<file path="config.mk">
export PLATFORM = sky130hd
export DESIGN_NAME = netdiag_status
export DESIGN_NICKNAME = d
export VERILOG_FILES = /design/src/rtl/netdiag_pkg.sv /design/src/rtl/netdiag_flag.sv /design/src/rtl/netdiag_idle_timer.sv /design/src/rtl/netdiag_nak_counter.sv /design/src/rtl/netdiag_status.sv
export SDC_FILE = /design/constraint.sdc
export NUM_CORES = 1
export LEC_CHECK = 0
export CORE_MARGIN = 3
export CORE_UTILIZATION = 50
export DETAILED_ROUTE_END_ITERATION = 6
export DONT_BUFFER_PORTS = 1
export MAX_ROUTING_LAYER = met4
export SYNTH_ARGS = -nofsm -noshare
export SYNTH_HDL_FRONTEND = slang
export SYNTH_HIERARCHICAL = 1
export SYNTH_SLANG_ARGS = --single-unit
</file>
<file path="constraint.sdc">
create_clock -name clk -period 1.8 [get_ports clk]
set_input_delay 0.36 -clock clk [delete_from_list [all_inputs] [get_ports clk]]
set_output_delay 0.36 -clock clk [all_outputs]
set_load 0.02 [all_outputs]
</file>
<file path="src/rtl/netdiag_pkg.sv">
package netdiag_pkg;
   // status byte bit positions
   localparam int STAT_TA    = 0;
   localparam int STAT_TMA   = 1;
   localparam int STAT_RECON = 2;
   // diagnostic byte bit positions
   localparam int DIAG_LOST  = 7;
   localparam int DIAG_DUP   = 6;
   localparam int DIAG_RXACT = 5;
   localparam int DIAG_TOK   = 4;
   localparam int DIAG_XNAK  = 3;
   // interrupt mask bit positions
   localparam int MSK_TA     = 0;
   localparam int MSK_RECON  = 1;
   localparam int MSK_XNAK   = 2;
   localparam int MSK_W      = 3;
endpackage

</file>
<file path="src/rtl/netdiag_flag.sv">
module netdiag_flag #(
   parameter bit RST_VAL = 1'b0
) (
   input  logic clk,
   input  logic rst_n,
   input  logic set_i,
   input  logic clr_i,
   output logic q_o
);
   always_ff @(posedge clk) begin
      if (!rst_n)     q_o <= RST_VAL;
      else if (set_i) q_o <= 1'b1;
      else if (clr_i) q_o <= 1'b0;
   end

   assert_set_wins_R11: assert property (@(posedge clk) disable iff (!rst_n)
      set_i |=> q_o);
endmodule

</file>
<file path="src/rtl/netdiag_idle_timer.sv">
module netdiag_idle_timer #(
   parameter int IDLE_CYCLES = 65600
) (
   input  logic clk,
   input  logic rst_n,
   input  logic rx_line,
   output logic timeout_o
);
   localparam int CW = (IDLE_CYCLES > 1) ? $clog2(IDLE_CYCLES) : 1;
   localparam logic [CW-1:0] LAST = CW'(IDLE_CYCLES - 1);

   generate
      if (IDLE_CYCLES < 2) begin : g_bad
         $error("IDLE_CYCLES must be at least 2");
      end
   endgenerate

   logic [CW-1:0] cnt;

   assign timeout_o = !rx_line && (cnt == LAST);

   always_ff @(posedge clk) begin
      if (!rst_n || rx_line || timeout_o) cnt <= '0;
      else                                cnt <= cnt + 1'b1;
   end

   assert_idle_restart_R2: assert property (@(posedge clk) disable iff (!rst_n)
      rx_line |=> (cnt == '0));
endmodule

</file>
<file path="src/rtl/netdiag_nak_counter.sv">
module netdiag_nak_counter #(
   parameter int NAK_THR_LO = 4,
   parameter int NAK_THR_HI = 128
) (
   input  logic clk,
   input  logic rst_n,
   input  logic nak_i,
   input  logic sel_hi_i,
   input  logic clr_i,
   output logic hit_o
);
   localparam int CW = $clog2(NAK_THR_HI + 1);
   localparam logic [CW-1:0] LO_LAST = CW'(NAK_THR_LO - 1);
   localparam logic [CW-1:0] HI_LAST = CW'(NAK_THR_HI - 1);
   localparam logic [CW-1:0] SAT     = CW'(NAK_THR_HI);

   generate
      if (NAK_THR_LO < 1 || NAK_THR_HI < NAK_THR_LO) begin : g_bad
         $error("NAK thresholds must satisfy 1 <= LO <= HI");
      end
   endgenerate

   logic [CW-1:0] cnt;
   logic          at_last;

   generate
      if (NAK_THR_LO == NAK_THR_HI) begin : g_single
         assign at_last = (cnt == HI_LAST);
         logic unused_sel;
         assign unused_sel = sel_hi_i;
      end else begin : g_dual
         assign at_last = sel_hi_i ? (cnt == HI_LAST) : (cnt == LO_LAST);
      end
   endgenerate

   assign hit_o = nak_i && at_last;

   always_ff @(posedge clk) begin
      if (!rst_n || clr_i)          cnt <= '0;
      else if (nak_i && cnt != SAT) cnt <= cnt + 1'b1;
   end

   assert_nak_bound_R9: assert property (@(posedge clk) disable iff (!rst_n)
      cnt <= SAT);
   assert_nak_restart_R9: assert property (@(posedge clk) disable iff (!rst_n)
      clr_i |=> (cnt == '0));
endmodule

</file>
<file path="src/rtl/netdiag_status.sv">
module netdiag_status
   import netdiag_pkg::*;
#(
   parameter int IDLE_CYCLES = 65600,
   parameter int NAK_THR_LO  = 4,
   parameter int NAK_THR_HI  = 128,
   parameter int ID_W        = 8
) (
   input  logic            clk,
   input  logic            rst_n,
   input  logic            rx_line,
   input  logic            evt_last_byte,
   input  logic            evt_ack,
   input  logic            ack_bcast,
   input  logic            evt_token_rx,
   input  logic [ID_W-1:0] tok_dst_a,
   input  logic [ID_W-1:0] tok_dst_b,
   input  logic [ID_W-1:0] node_id,
   input  logic            evt_response,
   input  logic            evt_token_other,
   input  logic            evt_lost_token,
   input  logic            evt_nak,
   input  logic            nak_sel,
   input  logic            cmd_tx_en,
   input  logic            cmd_tx_dis,
   input  logic            cmd_clr_flags,
   input  logic            cmd_por_clr,
   input  logic            rd_diag,
   input  logic [MSK_W-1:0] irq_mask,
   output logic [7:0]      stat_byte,
   output logic [7:0]      diag_byte,
   output logic            irq
);
   // flag index order inside the vectors below
   localparam int F_TA = 0, F_TMA = 1, F_RECON = 2, F_LOST = 3;
   localparam int F_DUP = 4, F_RXACT = 5, F_TOK = 6, F_XNAK = 7;
   localparam int NF = 8;
   localparam logic [NF-1:0] RST_PAT = NF'(1) << F_TA;

   generate
      if (ID_W < 1) begin : g_bad
         $error("ID_W must be positive");
      end
   endgenerate

   logic idle_to, nak_hit;
   logic match_now, match_q, tx_pend_q;
   logic any_clr;
   logic [NF-1:0] f_set, f_clr, f_q;

   netdiag_idle_timer #(.IDLE_CYCLES(IDLE_CYCLES)) u_idle (
      .clk(clk), .rst_n(rst_n), .rx_line(rx_line), .timeout_o(idle_to));

   netdiag_nak_counter #(.NAK_THR_LO(NAK_THR_LO), .NAK_THR_HI(NAK_THR_HI)) u_nak (
      .clk(clk), .rst_n(rst_n), .nak_i(evt_nak), .sel_hi_i(nak_sel),
      .clr_i(cmd_por_clr), .hit_o(nak_hit));

   assign match_now = evt_token_rx && (tok_dst_a == node_id) && (tok_dst_b == node_id);
   assign any_clr   = cmd_clr_flags || cmd_por_clr;

   always_ff @(posedge clk) begin
      if (!rst_n) begin
         match_q   <= 1'b0;
         tx_pend_q <= 1'b0;
      end else begin
         if (evt_token_rx) match_q <= match_now;
         if (cmd_tx_dis)      tx_pend_q <= 1'b0;
         else if (cmd_tx_en)  tx_pend_q <= 1'b1;
         else if (match_now)  tx_pend_q <= 1'b0;
      end
   end

   always_comb begin
      f_set = '0;
      f_clr = '0;
      f_set[F_TA]    = evt_last_byte || cmd_tx_dis;
      f_clr[F_TA]    = match_now && tx_pend_q;
      f_set[F_TMA]   = evt_ack && !ack_bcast;
      f_clr[F_TMA]   = cmd_tx_en;
      f_set[F_RECON] = idle_to;
      f_clr[F_RECON] = any_clr;
      f_set[F_LOST]  = evt_lost_token;
      f_clr[F_LOST]  = any_clr;
      f_set[F_DUP]   = evt_response && match_q;
      f_clr[F_DUP]   = rd_diag;
      f_set[F_RXACT] = rx_line;
      f_clr[F_RXACT] = any_clr;
      f_set[F_TOK]   = evt_token_other;
      f_clr[F_TOK]   = any_clr;
      f_set[F_XNAK]  = nak_hit;
      f_clr[F_XNAK]  = cmd_por_clr;
   end

   generate
      for (genvar i = 0; i < NF; i++) begin : g_flag
         netdiag_flag #(.RST_VAL(RST_PAT[i])) u_f (
            .clk(clk), .rst_n(rst_n), .set_i(f_set[i]), .clr_i(f_clr[i]), .q_o(f_q[i]));
      end
   endgenerate

   always_comb begin
      stat_byte = '0;
      stat_byte[STAT_TA]    = f_q[F_TA];
      stat_byte[STAT_TMA]   = f_q[F_TMA];
      stat_byte[STAT_RECON] = f_q[F_RECON];
      diag_byte = '0;
      diag_byte[DIAG_LOST]  = f_q[F_LOST];
      diag_byte[DIAG_DUP]   = f_q[F_DUP];
      diag_byte[DIAG_RXACT] = f_q[F_RXACT];
      diag_byte[DIAG_TOK]   = f_q[F_TOK];
      diag_byte[DIAG_XNAK]  = f_q[F_XNAK];
   end

   always_ff @(posedge clk) begin
      if (!rst_n) irq <= 1'b0;
      else        irq <= (f_q[F_TA]    && irq_mask[MSK_TA])
                      || (f_q[F_RECON] && irq_mask[MSK_RECON])
                      || (f_q[F_XNAK]  && irq_mask[MSK_XNAK]);
   end

   assert_recon_holds_R3: assert property (@(posedge clk) disable iff (!rst_n)
      stat_byte[STAT_RECON] && !any_clr |=> stat_byte[STAT_RECON]);
   assert_ta_sets_R4: assert property (@(posedge clk) disable iff (!rst_n)
      (evt_last_byte || cmd_tx_dis) |=> stat_byte[STAT_TA]);
   assert_bcast_no_ack_R6: assert property (@(posedge clk) disable iff (!rst_n)
      !stat_byte[STAT_TMA] && !(evt_ack && !ack_bcast) |=> !stat_byte[STAT_TMA]);
   assert_dup_read_clears_R8: assert property (@(posedge clk) disable iff (!rst_n)
      rd_diag && !(evt_response && match_q) |=> !diag_byte[DIAG_DUP]);
   assert_xnak_sticky_R9: assert property (@(posedge clk) disable iff (!rst_n)
      diag_byte[DIAG_XNAK] && !cmd_por_clr |=> diag_byte[DIAG_XNAK]);
   assert_irq_quiet_R10: assert property (@(posedge clk) disable iff (!rst_n)
      (irq_mask == '0) |=> !irq);
   assert_low_bits_R7: assert property (@(posedge clk) disable iff (!rst_n)
      diag_byte[2:0] == 3'b000);
endmodule

</file>
==> impl_metrics.yaml <==
status:
  status: "completed"
final_layout:
  n_antenna_cell: 0
  nets: 267
  fill_cells: 336
  drive_gt1_share_pct: 11.8
  stdcell_area_um2: 1990
  syn_to_final_growth_pct: 7.80
yosys:
  yosys-top-cells-count: "dfxtp_1 (36), nor2_1 (20), nand2_1 (15)"
  yosys-top-cells-area: "dfxtp_1 (39%), nor2b_4 (5.2%), nor2_1 (4.1%)"
  yosysWarnings: 6
  synthArstFlopShare_pct: 0
  synth_edf_count: 0
  yosysTopAreaCell: "dfxtp_1"
  ys_ff_latch: 36
  netlist.area_leader.share_pct: 39.1
  synthesis.area_um2: 1850
  syn_avg_cell_area_um2: 8.83
  ys.flop_type: "dfxtp_1"
  synthCells: 209
  ys_types: 43
  synthMostInstantiatedCell: "dfxtp_1"
  synth_seq_area_share_pct: 39.1
clocking:
  htree_levels: 2
  clockBufferDepth: 2
  post_cts_resized: 0
  postCtsHoldBufs: 0
  numCtsBuffers: 5
  cts-root-buf: "clkbuf_8"
  cts_tree: "yes"
  cts_sinks: 36
  clock_latency_ps: 280
  clkTransAtPathRegs_ps: 60
  cts_setup_buffers: 0
worst_setup_path:
  arrival_ps: 1850
  end_kind: "register"
  startpoint_type: "register"
  critical_path_class: "reg2reg"
  path_max_fanout: 5
  cpMaxStageDelayCell: "or4_1"
  max_stage_delay_ps: 480
  crit_family: "simple AND/OR/NAND/NOR gates"
  critical_path_buf_inv_count: 0
  critical_path_required_ps: 2010
  crit_chain: "ha_1, nand4_1, or2_1, or4_1, a21oi_1"
die:
  initial_core_util_pct: 53.6
  dieWidth_um: 66.8
  dieArea_um2: 4460
  placementRows: 21
  io_pins: 61
  die_h_um: 66.8
  core_area_um2: 3440
drt:
  wire_per_inst_um: 13.2
  remaining_drc_errors: 0
  drtAntennaViolNets: 0
  vias_per_cell: 5.53
  dr.first_iter.drc_count: 55
  drt-total-wl_mm: 3.50
  drtPass1Iterations: 4
  vias: 1471
sta:
  fmax_mhz: 610
  drv_slew: 0
  period_share_pct: 91.0
  rsz0062_at_grt: "no"
  worst_slack_ps: 162
  finalHoldViolations: 0
  setup_viol: 0
  skew_ps: 4.01
  fin_crit_ps: 1640
  tns_ps: 0
global_routing:
  track_usage_pct: 17.2
  grt_pass1_vias: 1421
  grt_max_degree: 15
  antenna_found_initial: 0
  grt_pass1_wl_mm: 5.75
  grt-ovfl-total: 0
placed_design:
  place_congestion: 0.807
  io_buffers: 0
  hpwlAfterDp_mm: 2.81
  place_ws_ps: 49.0
  dpl-instance-area_um2: 1910
pwr:
  max-vdd-ir-drop_mv: 0.329
  leakagePower_nw: 0.667
  power_per_cell_area_nw_per_um2: 714
hold_path:
  hold_class: "in2reg"
flow_run:
  cap_violations: 0
## sequential cells by signal, indices dropped and copies added (netlist names)
register and count:
u_idle/cnt 17, g_flag.u_f/q_o 8, u_nak/cnt 8, irq 1, match_q 1, tx_pend_q 1
## layer usage
metal | up-vias | GRT usage, % | routed length (µm)
met5 | - | - | 0
met4 | 0 | 5.33 | 39
met3 | 6 | 5.90 | 228
met2 | 37 | 30.0 | 1730
met1 | 679 | 18.4 | 1500
li1 | 749 | - | -
## stage by stage
stage          util (%)  std cells  power [mW]  hold slack (ps)
2_1_floorplan         -        216       0.921              429
3_3_place_gp       55.5        259       0.918              441
3_5_place_dp       55.5        259       0.920              450
4_1_cts            57.8        266        1.46              148
5_1_grt            57.8        266        1.49              153
6_report           57.8        266        1.42              162
## power breakdown
group          internal (mW)  switching, mW
Combinational         0.0340         0.0429
Sequential             0.808         0.0169
Clock                  0.262          0.256
Total                   1.10          0.316
## cell usage in the layout, fill, tap and decap left out, types with 3 or more instances in the layout
cell type / n
nor2_1: 20
o21ai_0: 4
nor2b_1: 3
ha_1: 3
conb_1: 8
or3_1: 12
xor2_1: 6
nor2b_4: 7
buf_4: 7
nand2b_1: 4
clkbuf_8: 5
nor4_1: 4
dfxtp_1: 36
a21oi_1: 7
nand2_1: 15
nand3_1: 12
o21a_1: 7
xnor2_1: 8
nand4_1: 8
nor3_1: 6
inv_1: 6
## layout make-up
cell class                 instances  area, µm²  area share (%)
clock inverter                     1       5.00           0.252
sequential                        36        721            36.2
clock buffer                       6       72.6            3.65
multi-input combinational        164       1060            53.2
inverter                           6       22.5            1.13
timing repair buffer               7       52.6            2.64
tap                               46       57.6            2.89
## path summary, 6_finish.rpt
path / from / end / slack [ps] / cells after the start
min: rst_n / g_flag[0].u_f/q_o / 160 / 1
max: u_idle/cnt[0] / u_idle/cnt[16] / 160 / 5
max reg2reg: u_idle/cnt[0] / u_idle/cnt[16] / 160 / 5
min reg2reg: u_idle/cnt[0] / u_idle/cnt[0] / 460 / 1
## logic make-up (layout without fill, tap and decap cells)
kind of cell	count (synthesis)	in the layout	share of synthesized area (%)
AO/OA/AOI/OAI	32	32	12.3
multiplexers	2	2	1.08
flip-flops	36	36	39.1
adder cells (fa/ha/maj)	3	3	2.03
buffers and inverters	16	20	5.02
XOR/XNOR	14	14	6.64
AND/OR/NAND/NOR	105	105	33.6
other	1	8	0.203
Power figures use the tool's default switching activity.
